$ cat src/rtl/pinseq_pkg.sv
// Shared types for the successor-linked sequencer.
// Assumes the pin kind occupies the two top bits of the local pin field.
package pinseq_pkg;
    typedef enum logic [1:0] {
        KIND_SEND0 = 2'b00,
        KIND_SEND1 = 2'b01,
        KIND_OPEN  = 2'b10,
        KIND_HALT  = 2'b11
    } pin_kind_t;

    typedef enum logic [1:0] {
        ST_RUN,
        ST_WAIT_ANS,
        ST_WAIT_LOAD
    } seq_state_t;
endpackage

$ cat src/rtl/pinseq_decode.sv
// Splits a local pin number into its kind and its register index.
// Assumes LOCAL_W - 2 >= REG_W; the bits in between are ignored.
module pinseq_decode
    import pinseq_pkg::*;
#(
    parameter int LOCAL_W = 6,
    parameter int REG_W   = 3
) (
    input  logic [LOCAL_W-1:0] local_i,
    output pin_kind_t          kind_o,
    output logic [REG_W-1:0]   reg_o
);
    logic unused_bits;

    // Kind from the top bits, register index from the low bits.
    always_comb begin
        kind_o      = pin_kind_t'(local_i[LOCAL_W-1 -: 2]);
        reg_o       = local_i[REG_W-1:0];
        unused_bits = ^local_i;
    end
endmodule

$ cat src/rtl/pinseq_ctrl_store.sv
// Holds the control registers of the loaded frame: operation codes,
// send successors and branch successors. Everything is replaced at once
// when load_en is high. Assumes a frame_bits layout of codes, then send
// successors, then branch successors.
module pinseq_ctrl_store #(
    parameter int NUM_REGS = 8,
    parameter int FC_W     = 4,
    parameter int ADDR_W   = 10,
    localparam int REG_W   = $clog2(NUM_REGS),
    localparam int SN_OFF  = NUM_REGS * 2 * FC_W,
    localparam int CC_OFF  = SN_OFF + NUM_REGS * 2 * ADDR_W,
    localparam int FRAME_BITS = CC_OFF + NUM_REGS * 3 * ADDR_W
) (
    input  logic                  clk,
    input  logic                  rst_n,
    input  logic                  load_en,
    input  logic [FRAME_BITS-1:0] frame_bits,
    input  logic [REG_W-1:0]      send_reg,
    input  logic                  send_slot,
    input  logic [REG_W-1:0]      br_reg,
    input  logic [1:0]            br_cond,
    output logic [FC_W-1:0]       fc_o,
    output logic [ADDR_W-1:0]     send_next_o,
    output logic [ADDR_W-1:0]     br_next_o
);
    logic [FC_W-1:0]   fc_q  [NUM_REGS][2];
    logic [ADDR_W-1:0] snx_q [NUM_REGS][2];
    logic [ADDR_W-1:0] brn_q [NUM_REGS][3];

    for (genvar r = 0; r < NUM_REGS; r++) begin : g_reg
        for (genvar s = 0; s < 2; s++) begin : g_slot
            // Code and successor of one send slot, replaced on load.
            always_ff @(posedge clk) begin
                if (!rst_n) begin
                    fc_q[r][s]  <= '0;
                    snx_q[r][s] <= '0;
                end else if (load_en) begin
                    fc_q[r][s]  <= frame_bits[(2*r+s)*FC_W +: FC_W];
                    snx_q[r][s] <= frame_bits[SN_OFF + (2*r+s)*ADDR_W +: ADDR_W];
                end
            end
        end
        for (genvar c = 0; c < 3; c++) begin : g_cond
            // Successor of one branch pin, replaced on load.
            always_ff @(posedge clk) begin
                if (!rst_n)
                    brn_q[r][c] <= '0;
                else if (load_en)
                    brn_q[r][c] <= frame_bits[CC_OFF + (3*r+c)*ADDR_W +: ADDR_W];
            end
        end
    end

    // Read ports for the firing send pin and the flagged branch pin.
    always_comb begin
        fc_o        = fc_q[send_reg][send_slot];
        send_next_o = snx_q[send_reg][send_slot];
        br_next_o   = (br_cond == 2'd3) ? '0 : brn_q[br_reg][br_cond];
    end
endmodule

$ cat src/rtl/pinseq_data_rf.sv
// Data registers: one write port fed from the answer bus, one read port
// feeding the operand bus. A frame load never writes here.
module pinseq_data_rf #(
    parameter int NUM_REGS = 8,
    parameter int DATA_W   = 16,
    localparam int REG_W   = $clog2(NUM_REGS)
) (
    input  logic              clk,
    input  logic              rst_n,
    input  logic              we,
    input  logic [REG_W-1:0]  wsel,
    input  logic [DATA_W-1:0] wdata,
    input  logic [REG_W-1:0]  rsel,
    output logic [DATA_W-1:0] rdata
);
    logic [DATA_W-1:0] regs_q [NUM_REGS];

    for (genvar r = 0; r < NUM_REGS; r++) begin : g_dreg
        // Capture an answer into register r.
        always_ff @(posedge clk) begin
            if (!rst_n)
                regs_q[r] <= '0;
            else if (we && wsel == REG_W'(r))
                regs_q[r] <= wdata;
        end
    end

    // Operand read.
    assign rdata = regs_q[rsel];
endmodule

$ cat src/rtl/pinseq_top.sv
// Successor-linked sequencer. Exactly one pin fires per cycle from the
// registered pin-address bus. Send pins issue a code and an operand. Open
// pins wait for a one-hot condition answer that picks a branch pin. An
// address in another frame stalls until that frame has been loaded.
// Assumes the processing unit drives answer and cc_bus only while ans_wait is high.
module pinseq_top
    import pinseq_pkg::*;
#(
    parameter int NUM_REGS = 8,
    parameter int DATA_W   = 16,
    parameter int FC_W     = 4,
    parameter int LOCAL_W  = 6,
    parameter int FRAME_W  = 4,
    localparam int ADDR_W  = FRAME_W + LOCAL_W,
    localparam int REG_W   = $clog2(NUM_REGS),
    localparam int FRAME_BITS = NUM_REGS * (2 * FC_W + 5 * ADDR_W)
) (
    input  logic                  clk,
    input  logic                  rst_n,
    output logic [ADDR_W-1:0]     pin_addr,
    output logic                  send_valid,
    output logic [FC_W-1:0]       fc_out,
    output logic [DATA_W-1:0]     data_out,
    output logic                  ans_wait,
    input  logic [DATA_W-1:0]     answer,
    input  logic [2:0]            cc_bus,
    output logic                  load_req,
    output logic [FRAME_W-1:0]    load_frame,
    input  logic                  load_done,
    input  logic [FRAME_BITS-1:0] frame_bits,
    output logic                  err
);
    seq_state_t          state_q;
    logic [ADDR_W-1:0]   pin_q;
    logic [FRAME_W-1:0]  cur_frame_q, req_frame_q;
    logic [REG_W-1:0]    sel_reg_q;
    logic                err_q;

    pin_kind_t           kind;
    logic [REG_W-1:0]    pin_reg;
    logic [FRAME_W-1:0]  pin_frame;
    logic                need_load, cc_onehot, take_answer, do_load;
    logic [1:0]          cc_idx;
    logic [ADDR_W-1:0]   send_next, br_next;

    pinseq_decode #(.LOCAL_W(LOCAL_W), .REG_W(REG_W)) u_dec (
        .local_i (pin_q[LOCAL_W-1:0]),
        .kind_o  (kind),
        .reg_o   (pin_reg)
    );

    // Frame check, condition decode and firing qualifiers.
    always_comb begin
        pin_frame   = pin_q[ADDR_W-1 -: FRAME_W];
        need_load   = (pin_frame != '0) && (pin_frame != cur_frame_q);
        cc_onehot   = (cc_bus != 3'b000) && ((cc_bus & (cc_bus - 3'b001)) == 3'b000);
        cc_idx      = cc_bus[2] ? 2'd2 : (cc_bus[1] ? 2'd1 : 2'd0);
        take_answer = (state_q == ST_WAIT_ANS) && !err_q && cc_onehot;
        do_load     = (state_q == ST_WAIT_LOAD) && load_done;
        send_valid  = (state_q == ST_RUN) && !need_load &&
                      (kind == KIND_SEND0 || kind == KIND_SEND1);
    end

    pinseq_ctrl_store #(.NUM_REGS(NUM_REGS), .FC_W(FC_W), .ADDR_W(ADDR_W)) u_ctrl (
        .clk         (clk),
        .rst_n       (rst_n),
        .load_en     (do_load),
        .frame_bits  (frame_bits),
        .send_reg    (pin_reg),
        .send_slot   (kind == KIND_SEND1),
        .br_reg      (sel_reg_q),
        .br_cond     (cc_idx),
        .fc_o        (fc_out),
        .send_next_o (send_next),
        .br_next_o   (br_next)
    );

    pinseq_data_rf #(.NUM_REGS(NUM_REGS), .DATA_W(DATA_W)) u_data (
        .clk   (clk),
        .rst_n (rst_n),
        .we    (take_answer),
        .wsel  (sel_reg_q),
        .wdata (answer),
        .rsel  (pin_reg),
        .rdata (data_out)
    );

    // Sequencing: fire the current pin, wait for an answer, or wait for a frame.
    always_ff @(posedge clk) begin
        if (!rst_n) begin
            state_q     <= ST_WAIT_LOAD;
            pin_q       <= '0;
            cur_frame_q <= '0;
            req_frame_q <= '0;
            sel_reg_q   <= '0;
            err_q       <= 1'b0;
        end else begin
            unique case (state_q)
                ST_RUN: begin
                    if (need_load) begin
                        state_q     <= ST_WAIT_LOAD;
                        req_frame_q <= pin_frame;
                    end else if (send_valid) begin
                        pin_q <= send_next;
                    end else if (kind == KIND_OPEN) begin
                        sel_reg_q <= pin_reg;
                        state_q   <= ST_WAIT_ANS;
                    end
                end
                ST_WAIT_ANS: begin
                    if (take_answer) begin
                        pin_q   <= br_next;
                        state_q <= ST_RUN;
                    end else if (cc_bus != 3'b000) begin
                        err_q <= 1'b1;
                    end
                end
                ST_WAIT_LOAD: begin
                    if (do_load) begin
                        cur_frame_q <= req_frame_q;
                        state_q     <= ST_RUN;
                    end
                end
                default: state_q <= ST_RUN;
            endcase
        end
    end

    // Status outputs.
    always_comb begin
        pin_addr   = pin_q;
        ans_wait   = (state_q == ST_WAIT_ANS);
        load_req   = (state_q == ST_WAIT_LOAD);
        load_frame = req_frame_q;
        err        = err_q;
    end
endmodule

$ cat config.mk
export PLATFORM = sky130hd
export DESIGN_NAME = pinseq_top
export DESIGN_NICKNAME = d
export VERILOG_FILES = /design/src/rtl/pinseq_pkg.sv /design/src/rtl/pinseq_decode.sv /design/src/rtl/pinseq_ctrl_store.sv /design/src/rtl/pinseq_data_rf.sv /design/src/rtl/pinseq_top.sv
export SDC_FILE = /design/constraint.sdc
export NUM_CORES = 1
export LEC_CHECK = 0
export BUFFER_PORTS_ARGS = -buffer_cell sky130_fd_sc_hd__buf_2
export CAP_MARGIN = 20
export CORE_ASPECT_RATIO = 1.1
export CORE_UTILIZATION = 50
export CTS_CLUSTER_DIAMETER = 150
export CTS_CLUSTER_SIZE = 20
export DETAILED_ROUTE_END_ITERATION = 10
export GPL_ROUTABILITY_DRIVEN = 1
export PLACE_DENSITY = 0.76
export SLEW_MARGIN = 20
export SYNTH_ARGS = -nofsm -noshare
export SYNTH_HDL_FRONTEND = slang
export SYNTH_SLANG_ARGS = --single-unit
$ cat constraint.sdc
create_clock -name clk -period 10.5 [get_ports clk]
set_clock_uncertainty 0.1 [all_clocks]
set_input_delay 1.05 -clock clk [delete_from_list [all_inputs] [get_ports clk]]
set_output_delay 1.05 -clock clk [all_outputs]
set_load 0.02 [all_outputs]
Yosys cells after proc, flatten, opt, wreduce, memory -nomap -nowiden
Memories as Yosys holds them, arrays and structs flattened. A register that Yosys moved wholly into a read port is not among the register bits.
Index checks and enable logic that the tools add are counted.
{"block": "op_classes", "n_reduce_logical": 31, "n_shift": 0, "mux": 122, "eq_ne": 19, "bitwise": 70, "n_addsub": 1, "div": 0, "order_cmp": 2, "multipliers": 0}
{"cell": "$mux 10", "count": 49}
{"cell": "$mux 16", "count": 8}
{"cell": "$mux 4", "count": 19}
{"cell": "$or 1x1->1", "count": 64}
{"cell": "$mux 1", "count": 29}
{"cell": "$mux 3", "count": 8}
{"cell": "$bmux 10 s2", "count": 1}
{"cell": "$pmux 10 s2", "count": 1}
{"cell": "$logic_and 1x1->1", "count": 15}
{"cell": "$eq 3x3->1 const B", "count": 4}
{"cell": "$mux 2", "count": 6}
{"cell": "$reduce_and 4->1", "count": 3}
{"cell": "$eq 2x2->1 const B", "count": 3}
{"cell": "$eq 3x2->1 const B", "count": 2}
{"cell": "$logic_not 3->1", "count": 2}
{"cell": "$pmux 2 s3", "count": 1}
{"cell": "$eq 2x1->1 const B", "count": 2}
{"cell": "$logic_not 2->1", "count": 2}
{"cell": "$ne 2x1->1 const B", "count": 2}
{"cell": "$ne 2x2->1 const B", "count": 2}
{"cell": "$ne 4x4->1", "count": 1}
{"cell": "$reduce_and 2->1", "count": 2}
{"cell": "$reduce_bool 4->1", "count": 1}
{"cell": "$and 3x3->3", "count": 1}
{"cell": "14 further kinds", "count": 17}
{"block": "word_totals", "ram_bits": 592, "reg_bits": 24, "inputBits": 486, "latch_bits": 0, "romBits": 0, "mem_count": 4, "out_inout_bits": 38}
{"name": "u_ctrl.brn_q", "depth": 8, "width": 30, "rd": 1, "rd_ports_with_merged_regs": 1, "wr": 8, "line": "pinseq_ctrl_store.sv:28", "text": "logic [ADDR_W-1:0] brn_q [NUM_REGS][3];"}
{"name": "u_ctrl.snx_q", "depth": 8, "width": 20, "rd": 1, "rd_ports_with_merged_regs": 1, "wr": 8, "line": "pinseq_ctrl_store.sv:27", "text": "logic [ADDR_W-1:0] snx_q [NUM_REGS][2];"}
{"name": "u_data.regs_q", "depth": 8, "width": 16, "rd": 1, "rd_ports_with_merged_regs": 1, "wr": 8, "line": "pinseq_data_rf.sv:16", "text": "logic [DATA_W-1:0] regs_q [NUM_REGS];"}
{"name": "u_ctrl.fc_q", "depth": 8, "width": 8, "rd": 1, "rd_ports_with_merged_regs": 1, "wr": 8, "line": "pinseq_ctrl_store.sv:26", "text": "logic [FC_W-1:0] fc_q [NUM_REGS][2];"}

Depth between registers and ports, before layout
{"block": "depth", "depth_word": 11, "mapped_depth": 9, "ltp_nobuf": 6}

Modules after synthesis
From an unflattened synthesis, not the netlist that was laid out.
{"block": "hier_totals", "cells_unflattened": 1772, "area_unflattened_um2": 28015.6}
{"mod": "pinseq_ctrl_store", "seq_area_each_um2": 13933.4, "cells_per_inst": 1279, "area_per_inst_um2": 21021.4, "instances": 1}
{"mod": "pinseq_data_rf", "seq_area_each_um2": 3843.7, "cells_per_inst": 374, "area_per_inst_um2": 5809.3, "instances": 1}
{"mod": "pinseq_top", "seq_area_each_um2": 480.5, "cells_per_inst": 114, "area_per_inst_um2": 1147.4, "instances": 1}
{"mod": "pinseq_decode", "seq_area_each_um2": 0.0, "cells_per_inst": 5, "area_per_inst_um2": 37.5, "instances": 1}

Worst setup path after synthesis
OpenSTA, ideal clock, no wires.
{"block": "synth_path", "path_kind": "input to register", "start": "input rst_n", "end": "memory u_ctrl.brn_q[0][0] in the netlist's numbering, enable pin", "path_slack_ns": -0.770, "arrival_ns": 10.360, "cell_stages": 3, "path_cell_list": "clkbuf_1 a21boi_0 inv_1"}
{"item": "from (decl)", "line": "pinseq_top.sv:19", "text": "input logic rst_n,"}
{"item": "to (decl)", "line": "pinseq_ctrl_store.sv:28"}

==> reports/results.txt <==
Run status -> finished clean
Number of DRC markers in iteration 0 -> 1360
Setup repair after global routing missed its margin -> no
Area growth from synthesis to layout -> 16.18%
Post-synthesis instance area -> 27560 µm²
Portion of the post-synthesis area used by sequential elements -> 0.6668
Aggregate global routing overflow -> 0
Half-perimeter wire length after detailed placement -> 47700 µm
Final Slew Violations -> 0
Standard-cell row count -> 89
Number of clock sinks -> 622
Maximum number of pins on one net before global-route repair -> 241
Crit start category -> flop
Most frequent cells after synthesis -> 595 x and2_1, 592 x edfxtp_1, 132 x mux4_2
Number of instances in the synthesized netlist -> 1738
Total setup buffers inserted after CTS -> 0
I/O pin count -> 524
Total die area -> 56060 µm²
Min-delay worst type -> flop to flop
Startpoint-to-endpoint class of the critical path -> flop to primary output
Number of antenna violations at the first check in global routing -> 21
Fraction of post-synthesis cell area in the top cell type by area -> 0.6450
Number of enable-type register cells in the synthesized netlist -> 592
Clock transition time at the flip-flop clock pins of the worst setup and hold paths -> 90 ps
Total of warnings raised by yosys -> 0
Worst path max stage delay -> 690 ps
Critical path arrival -> 3110 ps
Nets@finish -> 2688
Number of filler cells placed in the layout -> 4093
Critical path capture point type -> primary output
Final setup TNS -> 0 ps
Gate family responsible for the most delay along the worst path -> multiplexers
Quantity of gates resized following cts -> 0
Final cell count without fillers -> 2974
Total via count after detailed routing -> 16120
Maximum clock frequency -> 234.7 MHz
Residual antenna-violating net count after detailed routing -> 0
Most numerous cell in the Yosys netlist -> and2_1
Total iterations of the first detailed-routing run -> 5
Count of final setup violators -> 0
GR Util All Layers -> 0.2421
Width of the chip -> 225.9 µm
Vertical die dimension -> 248.2 µm
Critical path's most frequent cell -> mux4_2
Mean instance size in the synthesized netlist -> 15.86 µm²
Power per standard cell area -> 170.3 nW/µm²
Initial Utilization -> 0.5103
Maximum clock insertion buffer count -> 3
Required time at the worst-slack endpoint -> 9350 ps
Wire length per cell -> 23.08 µm
Cell count after placement -> 2888
Maximum level of the CTS H-tree -> 2
Sequential Area -> 18400 µm²
Slew of the pin with the lowest slew margin -> 1123 ps
MaxCap Viol Count -> 0
Static Leakage -> 12.41 nW
TritonCTS clock tree -> yes
Fraction of final layout cells sized beyond drive strength 1 -> 0.3417
Number of input and output port buffers inserted -> 523
Clock root buffer -> clkbuf_16
Maximum fanout along the worst path -> 26
Most common flop cell mapped by yosys -> edfxtp_1
Most area-hungry cell type in the Yosys netlist -> edfxtp_1
Cells taking the most area after synthesis -> edfxtp_1 65%, and2_1 14%, mux4_2 11%, dfxtp_1 2.2%, mux2i_1 1.9%
Vias in the first global route -> 16570
Ordered list of cells on the worst path -> buf_4 > mux4_2 > mux4_2 > buf_2
Final min period -> 4261 ps
DR vias/cell -> 5.422
Number of buffers inserted during clock tree synthesis -> 37
Peak ir drop on the vdd network -> 0.0001756 V
Post-synthesis cell type count -> 51
Total routed wirelength -> 68650 µm
Critical-path cell with the highest stage delay -> dfxtp_4
Synth Net Count -> 2224
Number of storage elements in the synthesis netlist -> 622
Area of the multi-input gates -> 8741 µm²
Area of the core -> 54010 µm²
CTS Hold Buffers Added -> 0
DRC violations left -> 0
Hold Violations, Final -> 0
Share of flip-flops with an asynchronous set or reset -> 0
Wire length of the first global-routing pass -> 98990 µm
Clock latency at the later pin of the worst-skew pair -> 600 ps
Final Wtd Congestion -> 0.8434
Final period util -> 0.4058
Worst slew margin relative to its limit -> 0.2511
Buffers and inverters on the worst path -> 2
-- kinds of logic (layout without fill, tap and decap cells) --
kind of cell | Yosys count | count (layout) | synth area share
xor gates and xnor gates | 5 | 5 | 0.001589
muxes | 205 | 205 | 0.1353
and+or+nand+nor | 685 | 685 | 0.1519
buffers and inverters | 125 | 611 | 0.01875
other | 0 | 22 | 0
AOI/OAI and AO/OA | 96 | 96 | 0.02565
DFF | 622 | 622 | 0.6668
-- worst paths after layout --
check	to	start	slack, ps	depth (start not counted)
worst max-delay path	fc_out[3]	flop	6240	4
worst min-delay path	cur_frame_q[0]	cur_frame_q[0]	420	1
worst max register to register	u_ctrl.snx_q[4][19]	state_q[1]	6940	6
worst min register to register	cur_frame_q[0]	cur_frame_q[0]	420	1
-- report_power, final --
group          switching, mW  internal (mW)  total (mW)
Sequential             0.108           2.96        3.06
Clock                  0.797          0.670        1.47
Combinational          0.495          0.427       0.922
Total                   1.40           4.05        5.45
-- routing by layer --
metal / up-vias / part of all wire / GRT usage
li1: 7380 / - / -
met1: 8057 / 0.39 / 0.3117
met2: 578 / 0.50 / 0.4101
met3: 103 / 0.070 / 0.04518
met4: 6 / 0.030 / 0.08904
met5: - / 0.00060 / 0
-- metrics by stage --
step	total power, mW	util	instance area (µm²)	hold WS [ps]	setup WS (ps)
floorplan	3.722	-	27560	370.2	979.2
global placement	4.029	0.5706	30820	383.5	6141
detailed placement	4.056	0.5710	30840	395.2	5940
CTS	5.500	0.5903	31880	420.5	6113
global route	5.651	0.5926	32010	450.8	6024
finish	5.453	0.5928	32020	420.5	6239
-- state kept, by name (all words and copies together) (netlist names), named ones only --
name           cells
u_ctrl.brn_q     240
u_ctrl.snx_q     160
pin_addr          10
err                1
sel_reg_q          3
load_frame         4
u_data.regs_q    128
u_ctrl.fc_q       64
state_q            2
cur_frame_q        4
-- cell usage in the layout (no fill, tap or decap), drive strengths merged, types with 20 or more instances in the layout --
cell type / n
buf: 543
dfxtp: 30
mux2: 20
clkbuf: 58
mux2i: 53
and2: 595
nand2: 22
edfxtp: 592
diode: 22
mux4: 132
nor2: 24
-- worst register-to-register path, stage by stage, from the launching register on --
cell     delay [ps]
dfxtp_1         360
inv_1            80
nor2_1          170
and3_4          740
buf_4           760
buf_4           910
and2_1          290
-- area by class of cell --
cell class,instances,share of cell area
sequential,622,0.5745
timing repair buffer,543,0.08882
tap,728,0.02845
multi-input combinational,991,0.2730
clock inverter,3,0.001172
inverter,7,0.0009379
antenna,22,0.001719
clock buffer,58,0.03138
(Power assumes the default switching activity.)
